--- src/rtl/nvtrim_pkg.sv ---
// Package: shared constants and the bus state type for the trim controller.
package nvtrim_pkg;
    // Fixed upper five bits of the slave address byte
    localparam logic [4:0] DEV_PREFIX = 5'b10011;
    localparam int         BYTE_W     = 8;

    typedef enum logic [2:0] {
        S_IDLE, // no transaction for us
        S_ADDR, // shifting the address byte
        S_AACK, // driving ACK for the address
        S_WR,   // shifting the data byte of a write
        S_WACK, // driving ACK for the data byte
        S_RD,   // sending the register byte
        S_RACK, // sampling the master ACK/NACK
        S_SKIP  // ignore the bus until START or STOP
    } bus_state_t;
endpackage

--- src/rtl/nvtrim_line_filter.sv ---
// Module: two-flop synchroniser followed by a run-length spike filter.
// The output follows the input only after the synchronised input has
// differed from it for FILT_LEN consecutive cycles.
// Assumes the bus is idle high at reset.
module nvtrim_line_filter #(
    parameter int FILT_LEN = 3
) (
    input  logic clk,
    input  logic rst_n,
    input  logic line_i,
    output logic line_o
);
    localparam int CW = $clog2(FILT_LEN + 1);

    logic          s1, s2;
    logic [CW-1:0] run;

    // Synchronise the line, then accept a change after a long enough run
    always_ff @(posedge clk) begin
        if (!rst_n) begin
            s1     <= 1'b1;
            s2     <= 1'b1;
            line_o <= 1'b1;
            run    <= '0;
        end else begin
            s1 <= line_i;
            s2 <= s1;
            if (s2 == line_o) begin
                run <= '0;
            end else if (run == CW'(FILT_LEN - 1)) begin
                line_o <= s2;
                run    <= '0;
            end else begin
                run <= run + 1'b1;
            end
        end
    end

    // a filtered change always comes from the synchronised input

    filt_follow_chk: assert property (@(posedge clk) disable iff (!rst_n)
        (line_o != $past(line_o)) |-> (line_o == $past(s2)));
endmodule

--- src/rtl/nvtrim_bus_slave.sv ---
// Module: byte-level two-wire slave. Detects START and STOP, matches the
// address, takes one data byte and returns the register on reads.
// Assumes filtered SCL/SDA with the same delay on both lines.
module nvtrim_bus_slave
    import nvtrim_pkg::*;
#(
    parameter int TRIM_W = 7
) (
    input  logic              clk,
    input  logic              rst_n,
    input  logic              scl_f,
    input  logic              sda_f,
    input  logic              addr_sel,
    input  logic              busy,
    input  logic [TRIM_W-1:0] trim_q,
    output logic              sda_oe,
    output logic              wr_stb,
    output logic [TRIM_W-1:0] wr_data,
    output logic              commit
);
    bus_state_t        st;
    logic [3:0]        cnt;
    logic [BYTE_W-1:0] sh, tx, rd_byte;
    logic              rw, pend, mack, scl_p, sda_p;
    logic              rise, fall, start, stop, addr_hit;

    assign rise     = scl_f & ~scl_p;
    assign fall     = ~scl_f & scl_p;
    assign start    = scl_f & scl_p & sda_p & ~sda_f;
    assign stop     = scl_f & scl_p & ~sda_p & sda_f;
    assign addr_hit = (sh[7:3] == DEV_PREFIX) && (sh[2] == addr_sel) && !busy;
    assign rd_byte  = {{(BYTE_W-TRIM_W){1'b0}}, trim_q};

    // Bus protocol sequencer: shifts on SCL rise, drives SDA after SCL fall
    always_ff @(posedge clk) begin
        if (!rst_n) begin
            st <= S_IDLE;  cnt <= '0;  sh <= '0;  tx <= '0;
            rw <= 1'b0;    pend <= 1'b0;  mack <= 1'b0;
            scl_p <= 1'b1; sda_p <= 1'b1; sda_oe <= 1'b0;
            wr_stb <= 1'b0; wr_data <= '0; commit <= 1'b0;
        end else begin
            scl_p  <= scl_f;
            sda_p  <= sda_f;
            wr_stb <= 1'b0;
            commit <= 1'b0;
            if (start) begin
                st <= S_ADDR; cnt <= '0; sda_oe <= 1'b0; pend <= 1'b0;
            end else if (stop) begin
                st <= S_IDLE; sda_oe <= 1'b0; commit <= pend; pend <= 1'b0;
            end else begin
                case (st)
                    S_ADDR: begin
                        if (rise) begin
                            sh  <= {sh[6:0], sda_f};
                            cnt <= cnt + 1'b1;
                        end else if (fall && cnt == 4'd8) begin
                            cnt <= '0;
                            if (addr_hit) begin
                                sda_oe <= 1'b1; rw <= sh[0]; st <= S_AACK;
                            end else begin
                                st <= S_SKIP;
                            end
                        end
                    end
                    S_AACK: begin
                        if (fall) begin
                            cnt <= '0;
                            if (rw) begin
                                tx <= rd_byte; sda_oe <= ~rd_byte[7]; st <= S_RD;
                            end else begin
                                sda_oe <= 1'b0; st <= S_WR;
                            end
                        end
                    end
                    S_WR: begin
                        if (rise) begin
                            sh  <= {sh[6:0], sda_f};
                            cnt <= cnt + 1'b1;
                        end else if (fall && cnt == 4'd8) begin
                            wr_stb <= 1'b1; wr_data <= sh[TRIM_W-1:0];
                            pend <= 1'b1; sda_oe <= 1'b1; st <= S_WACK;
                        end
                    end
                    S_WACK: begin
                        if (fall) begin
                            sda_oe <= 1'b0; st <= S_SKIP;
                        end
                    end
                    S_RD: begin
                        if (fall) begin
                            if (cnt == 4'd7) begin
                                sda_oe <= 1'b0; st <= S_RACK;
                            end else begin
                                tx <= {tx[6:0], 1'b0}; sda_oe <= ~tx[6];
                                cnt <= cnt + 1'b1;
                            end
                        end
                    end
                    S_RACK: begin
                        if (rise) begin
                            mack <= ~sda_f;
                        end else if (fall) begin
                            if (mack) begin
                                tx <= rd_byte; sda_oe <= ~rd_byte[7];
                                cnt <= '0; st <= S_RD;
                            end else begin
                                st <= S_SKIP;
                            end
                        end
                    end
                    default: ;
                endcase
            end
        end
    end

    // the slave never starts pulling SDA while SCL is high

    sda_setup_chk: assert property (@(posedge clk) disable iff (!rst_n)
        (scl_f && scl_p) |-> !$rose(sda_oe));

    // no data byte is taken while a program cycle runs

    no_write_busy_chk: assert property (@(posedge clk) disable iff (!rst_n)
        wr_stb |-> !busy);
endmodule

--- src/rtl/nvtrim_store.sv ---
// Module: working register, restore from storage and program-cycle timer.
// Restores at reset exit and on a write-protect fall (deferred while busy).
// Commits on request when write-protect is high and idle.
module nvtrim_store #(
    parameter int TRIM_W      = 7,
    parameter int PROG_CYCLES = 5_000_000
) (
    input  logic              clk,
    input  logic              rst_n,
    input  logic              wp_n,
    input  logic              wr_stb,
    input  logic [TRIM_W-1:0] wr_data,
    input  logic              commit,
    input  logic [TRIM_W-1:0] nv_rd_data,
    output logic [TRIM_W-1:0] trim_q,
    output logic              nv_load_req,
    output logic              nv_prog_req,
    output logic [TRIM_W-1:0] nv_prog_data,
    output logic              busy
);
    localparam int TW = $clog2(PROG_CYCLES + 1);

    logic [TW-1:0] timer;
    logic          wp_s1, wp_s2, wp_s3, boot, reload_pend;
    logic          wp_fall, idle, take_nv, prog_ok;

    assign idle    = (timer == '0);
    assign busy    = !idle;
    assign wp_fall = wp_s3 & ~wp_s2;
    assign take_nv = boot || ((reload_pend || wp_fall) && idle);
    assign prog_ok = commit && wp_s2 && idle && !take_nv;

    // Register update, restore and program timer
    always_ff @(posedge clk) begin
        if (!rst_n) begin
            timer <= '0; wp_s1 <= 1'b0; wp_s2 <= 1'b0; wp_s3 <= 1'b0;
            boot <= 1'b1; reload_pend <= 1'b0; trim_q <= '0;
            nv_load_req <= 1'b0; nv_prog_req <= 1'b0; nv_prog_data <= '0;
        end else begin
            wp_s1 <= wp_n; wp_s2 <= wp_s1; wp_s3 <= wp_s2;
            nv_load_req <= 1'b0;
            nv_prog_req <= 1'b0;
            if (!idle) timer <= timer - 1'b1;
            if (wp_fall) reload_pend <= 1'b1;
            if (take_nv) begin
                trim_q <= nv_rd_data; nv_load_req <= 1'b1;
                boot <= 1'b0; reload_pend <= 1'b0;
            end else if (wr_stb) begin
                trim_q <= wr_data;
            end
            if (prog_ok) begin
                nv_prog_req <= 1'b1; nv_prog_data <= trim_q;
                timer <= TW'(PROG_CYCLES);
            end
        end
    end

    // programming only follows a cycle where write-protect was high

    prog_wp_chk: assert property (@(posedge clk) disable iff (!rst_n)
        nv_prog_req |-> $past(wp_s2));

    // no reload while the program cycle runs

    no_load_busy_chk: assert property (@(posedge clk) disable iff (!rst_n)
        busy |-> !nv_load_req);

    // the register holds still through a program cycle

    hold_busy_chk: assert property (@(posedge clk) disable iff (!rst_n)
        (busy && $past(busy)) |-> $stable(trim_q));
endmodule

--- src/rtl/nvtrim_ctrl_top.sv ---
// Module: top of the trim controller. Filters the bus lines, runs the
// slave and the store, and forms the DAC code as register plus one.
// Assumes clk is at least 20x the SCL rate.
module nvtrim_ctrl_top #(
    parameter int TRIM_W      = 7,
    parameter int FILT_LEN    = 3,
    parameter int PROG_CYCLES = 5_000_000
) (
    input  logic              clk,
    input  logic              rst_n,
    input  logic              scl_i,
    input  logic              sda_i,
    output logic              sda_oe,
    input  logic              addr_sel,
    input  logic              wp_n,
    input  logic [TRIM_W-1:0] nv_rd_data,
    output logic              nv_load_req,
    output logic              nv_prog_req,
    output logic [TRIM_W-1:0] nv_prog_data,
    output logic [TRIM_W-1:0] trim_q,
    output logic [TRIM_W:0]   dac_code,
    output logic              busy
);
    logic [1:0]        raw, filt;
    logic              wr_stb, commit;
    logic [TRIM_W-1:0] wr_data;

    assign raw = {scl_i, sda_i};

    // One filter per bus line (bit 1 = SCL, bit 0 = SDA)
    for (genvar g = 0; g < 2; g++) begin : g_filt
        nvtrim_line_filter #(.FILT_LEN(FILT_LEN)) filt_i (
            .clk(clk), .rst_n(rst_n), .line_i(raw[g]), .line_o(filt[g]));
    end

    nvtrim_bus_slave #(.TRIM_W(TRIM_W)) slave_i (
        .clk(clk), .rst_n(rst_n), .scl_f(filt[1]), .sda_f(filt[0]),
        .addr_sel(addr_sel), .busy(busy), .trim_q(trim_q), .sda_oe(sda_oe),
        .wr_stb(wr_stb), .wr_data(wr_data), .commit(commit));

    nvtrim_store #(.TRIM_W(TRIM_W), .PROG_CYCLES(PROG_CYCLES)) store_i (
        .clk(clk), .rst_n(rst_n), .wp_n(wp_n), .wr_stb(wr_stb),
        .wr_data(wr_data), .commit(commit), .nv_rd_data(nv_rd_data),
        .trim_q(trim_q), .nv_load_req(nv_load_req), .nv_prog_req(nv_prog_req),
        .nv_prog_data(nv_prog_data), .busy(busy));

    // DAC step code is the register plus one (1..2^TRIM_W)
    assign dac_code = {1'b0, trim_q} + 1'b1;
endmodule

--- config.mk ---
export PLATFORM = sky130hd
export DESIGN_NAME = nvtrim_ctrl_top
export DESIGN_NICKNAME = d
export VERILOG_FILES = /design/src/rtl/nvtrim_pkg.sv /design/src/rtl/nvtrim_line_filter.sv /design/src/rtl/nvtrim_bus_slave.sv /design/src/rtl/nvtrim_store.sv /design/src/rtl/nvtrim_ctrl_top.sv
export SDC_FILE = /design/constraint.sdc
export NUM_CORES = 1
export LEC_CHECK = 0
export BUFFER_PORTS_ARGS = -buffer_cell sky130_fd_sc_hd__buf_2
export CORE_MARGIN = 3
export CORE_UTILIZATION = 25
export DETAILED_ROUTE_END_ITERATION = 10
export GPL_TIMING_DRIVEN = 0
export PLACE_DENSITY = 0.48
export SLEW_MARGIN = 20
export SYNTH_ARGS = -nofsm -noshare
export SYNTH_HDL_FRONTEND = slang
export SYNTH_SLANG_ARGS = --single-unit
--- constraint.sdc ---
create_clock -name clk -period 4.6 [get_ports clk]
set_input_delay 0.46 -clock clk [delete_from_list [all_inputs] [get_ports clk]]
set_output_delay 0.46 -clock clk [all_outputs]
set_load 0.05 [all_outputs]
# Yosys cells after proc, flatten, opt, wreduce, memory -nomap -nowiden
# Cells that the tools add are included.
# totals
regBits	91
wordCells	193
inputBits	13
out_inout_bits	26
# op_classes
addsub	5
n_eq_ne	41
n_bitwise	21
muxes	55
n_reduce_logical	38
# op_table
cell	n
two-way mux 7 bit	9
two-way mux 23 bit	2
two-way mux 3 bit	12
two-way mux 4 bit	9
inequality test 4 x 1 -> 1 bit, second input constant	7
zero test 23 bit	1
subtractor 23 x 1 -> 23 bit, second input constant	1
inequality test 2 x 1 -> 1 bit, second input constant	11
AND reduction 11 bit	2
case mux 7 bit (3 select lines)	1
case mux 4 bit (5 select lines)	1
AND reduction 10 bit	2
two-way mux 1 bit	18
case mux 3 bit (6 select lines)	1
NOT 1 bit	13
inequality test 4 bit, second input constant	3
AND reduction 12 bit	1
OR reduction 3 bit	4
inequality test 2 bit, second input constant	5
== test 3 bit, second input constant	3
adder 7 x 1 -> 8 bit, second input constant	1
bitwise AND 1 bit	8
AND reduction 4 bit	2
nonzero test 8 bit	1
other kinds (25)	42

# Longest topological paths before layout
# logic_depth
depth_word	9
mapped_depth	8
depth_no_buf	7

# Cells and area by module
# A second synthesis with hierarchy kept.
# unflattened
cells_unflattened	482
hier_area_um2	4322.9
# by_module_without_submodules
module	area_per_inst_um2	seq_area_each_um2	n_inst	cells_per_inst
nvtrim_store	1975.6	880.8	1	217
nvtrim_bus_slave	1905.6	740.7	1	222
nvtrim_line_filter	168.9	100.1	2	14
nvtrim_ctrl_top	103.8	0.0	1	15

# Least setup slack after synthesis
# No wires, ideal clock.
# synth_path
path_type	register to output
start	register store_i.trim_q[2]
end	output port dac_code[5]
n_path_buf	1
arrival_time_ns	1.970
path_slack_ns	2.170
stages_incl_launch_ff	5
path_cell_list	dfxtp_1 clkbuf_1 nand3_1 nor2_1 xor2_1
# synth_between
elab_chain_len	1
# synth_rtl
item	line_no	rtl
from (decl)	nvtrim_store.sv:15	output logic [TRIM_W-1:0] trim_q,
from (signal assigned)	nvtrim_store.sv:49	trim_q <= wr_data;
adder 7 x 1 -> 8 bit	nvtrim_ctrl_top.sv:48	assign dac_code = {1'b0, trim_q} + 1'b1;
to (decl)	nvtrim_ctrl_top.sv:21	output logic [TRIM_W:0] dac_code,
# No other way between the ends.

# Worst setup path in the final report
# layout_path
start	register store_i.timer[13]
end	output port busy
# layout_between
elab_chain_len	2
# layout_rtl
item	line_no	rtl
from (decl)	nvtrim_store.sv:23	logic [TW-1:0] timer;
from (signal assigned)	nvtrim_store.sv:43	if (!idle) timer <= timer - 1'b1;
from (signal assigned)	nvtrim_store.sv:53	timer <= TW'(PROG_CYCLES);
zero test 23 bit	nvtrim_store.sv:27	assign idle = (timer == '0);
zero test 1 bit	nvtrim_store.sv:28	assign busy = !idle;
to (decl)	nvtrim_ctrl_top.sv:22	output logic busy
# No other way between the ends.

==> qor.csv <==
stage,metric,value,unit
setup_path,worst_ep_arrival_time,2.29,ns
timing,skew,0.00911,ns
clock_tree,clockRootBuffer,clkbuf_16,
timing,finalSetupViolCount,0,
global_routing,grt_usage,11.9,%
timing,finalSetupTns,0,ns
finish,finalNonFillerCells,740,
floorplan,core_area,16100,um^2
power_and_ir_drop,p_per_area,506,nW/um^2
finish,final_nets,538,
clock_tree,numCtsBuffers,9,
placement,dp_cells,724,
global_routing,grt_max_degree,17,
placement,globalplace.congestion,0.817,
synthesis,netlist_area,4180,um^2
clock_tree,cts_tree,built,
synthesis,ys_types,65,
setup_path,critPathLaunchType,flop,
setup_path,cpPeakStageDelay,0.58,ns
clock_tree,clk_pin_slew,0.07,ns
clock_tree,numClockSinks,91,
timing,grt_setup_unrepaired,false,
finish,layout_commonest_cell,dfxtp_1,
synthesis,syn_nets,489,
finish,final_util,30.7,%
global_routing,grt_pass1_vias,3419,
floorplan,dieArea,18300,um^2
floorplan,num_rows,46,
placement,post-dp-hpwl,7720,um
synthesis,yosysWarnings,0,
synthesis,yosysSeqAreaShare,43.6,%
clock_tree,ctsResizeCount,0,
run_status,outcome,finished clean,
timing,relSlewSlack,49.0,%
global_routing,grtUsageMet1,15.1,%
synthesis,synthArstFlopShare,0,%
setup_path,cp-end-kind,output port,
timing,tightestPinTransition,0.760,ns
setup_path,critPathRequiredTime,4.14,ns
synthesis,postSynthCellCount,470,
global_routing,grt.busiest_layer,met2,
clock_tree,htree_levels,3,
global_routing,grt_pass1_wl,17500,um
setup_path,crit_chain,"or4_4, nor4_4, buf_4, nand2_2, buf_2",
route,vias_per_cell,4.75,
clock_tree,insertion_delay,0.34,ns
setup_path,slowest_stage,or4_4,
finish,final_cell_mix,"dfxtp_1 (91), nand2_1 (43), buf_2 (43)",
timing,min_period,2.75,ns
floorplan,die_y,135,um
timing,fmax,0.364,GHz
route,drt_iter0_markers,196,
floorplan,io_pins,39,
synthesis,ys_seq_elements,91,
finish,syn_to_final_growth,18.4,%
synthesis,ys.flop_type,dfxtp_1,
power_and_ir_drop,finalPower,2.50,mW
clock_tree,cts_buffer_depth,2,
synthesis,synth_edf_count,0,
global_routing,grt_use_met3,3.12,%
power_and_ir_drop,vdd_ir_drop_max,0.207,mV
setup_path,path_max_fanout,10,
route,drcViolationCount,0,
route,num_vias,3513,
clock_tree,cts_hold_buf,0,
global_routing,antenna_found_initial,0,
finish,antenna_cells_inserted,0,
timing,hold_viol,0,
finish,drive_gt1_share,14.9,%
job,cap_viol_max_count,0,
hold_path,hold_class,in2reg,
route,wl,10600,um
route,wl_per_cell,14.4,um
synthesis,syn_avg_cell_area,8.89,um^2
route,drtPass1Iterations,4,
timing,drv_slew,0,
floorplan,dieWidth,135,um
clock_tree,post_cts_buffers,0,
setup_path,crit_type,reg2out,
route,ant_nets,0,
placement,io_buffers,38,
global_routing,grt_overflow,0,
global_routing,use_met2,19.9,%
floorplan,start_util,25.9,%
power_and_ir_drop,leakagePower,1.93,nW
timing,finalCritPeriodShare,59.7,%
==> metrics by stage <==
step	instance area (um^2)	setup WS, ns	hold slack, ns
after global routing	4950	1.69	0.304
final	4950	1.85	0.306
after CTS	4950	1.79	0.297
after global placement	4640	2.14	0.400
after detailed placement	4640	2.12	0.407
after floorplan	4180	2.17	0.386
==> path summary, 6_finish.rpt <==
check,start,to,slack (ns),cells after the start
setup / recovery,store_i.timer[13],busy,1.85,5
hold / removal,scl_i,g_filt[1].filt_i.s1,0.31,2
setup reg to reg,slave_i.st[0],slave_i.tx[3],2.07,7
hold reg to reg,g_filt[0].filt_i.s1,g_filt[0].filt_i.s2,0.42,1
==> routing by layer <==
layer  up-vias  wire (um)
met5         -          0
met4         0        110
met3        10        410
met2        75       5020
met1      1654       5090
li1       1774          -
==> power breakdown <==
part / total (mW) / internal (mW) / leakage (nW) / switching [mW]
Clock: 0.765 / 0.441 / 0.146 / 0.324
Combinational: 0.802 / 0.321 / 1.04 / 0.481
Sequential: 0.938 / 0.862 / 0.740 / 0.0763
Total: 2.50 / 1.62 / 1.93 / 0.881
==> cell type report <==
type	instances	area [um^2]
clock inverter	6	71.3
inverter	17	63.8
tap	216	270
multi-input combinational	338	2180
buffer	24	115
clock buffer	10	239
sequential	91	1820
fill	1716	11200
timing repair buffer	38	190
==> synth_stat cells (2+ instances only) <==
cell	n	area, um^2
a211oi_1	5	37.5
a21o_1	5	37.5
a21oi_1	33	165
a311oi_1	6	52.6
and2_1	7	43.8
and3_1	3	18.8
buf_1	2	7.51
buf_2	5	25.0
buf_4	3	22.5
clkbuf_1	13	48.8
dfxtp_1	91	1820
ha_1	6	75.1
inv_1	16	60.1
mux2i_1	23	230
nand2_1	43	161
nand2b_1	14	87.6
nand3_1	15	75.1
nand3b_1	5	37.5
nand4_1	7	43.8
nor2_1	42	158
nor2b_1	5	31.3
nor3_1	7	35.0
nor4_1	2	12.5
nor4_4	2	42.5
o211ai_1	4	30.0
o21ai_0	21	105
o22ai_1	3	18.8
o2bb2ai_1	7	61.3
o31a_1	2	17.5
o31ai_1	4	30.0
or2_2	2	12.5
or3_1	11	68.8
or4_1	2	15.0
or4_4	3	33.8
xnor2_1	15	131
xor2_1	7	61.3
==> state kept, by name, indices dropped and copies added, names as in the netlist, 4 cells and up <==
signal,cells
slave_i.tx,7
g_filt.filt_i.run,4
store_i.trim_q,7
store_i.timer,23
store_i.nv_prog_data,7
slave_i.cnt,4
slave_i.sh,8
slave_i.wr_data,7
==> logic make-up (layout without fill, tap and decap cells) <==
family / after synthesis / count (layout) / share of synthesized area (%)
buffers and inverters: 41 / 95 / 4.28
XOR/XNOR: 22 / 22 / 4.61
AND/OR/NAND/NOR: 180 / 180 / 23.0
multiplexers: 23 / 23 / 5.51
adder cells (fa/ha/maj): 6 / 6 / 1.80
flip-flops: 91 / 91 / 43.6
AO/OA/AOI/OAI: 107 / 107 / 17.2
==> critical path, delay by kind of cell, from the launching register on <==
kind	cells	cell delay, ns
AND/OR/NAND/NOR	3	1.09
buffers and inverters	2	0.52
flip-flops	1	0.34
Note: power is estimated with default switching activity, not from simulation.
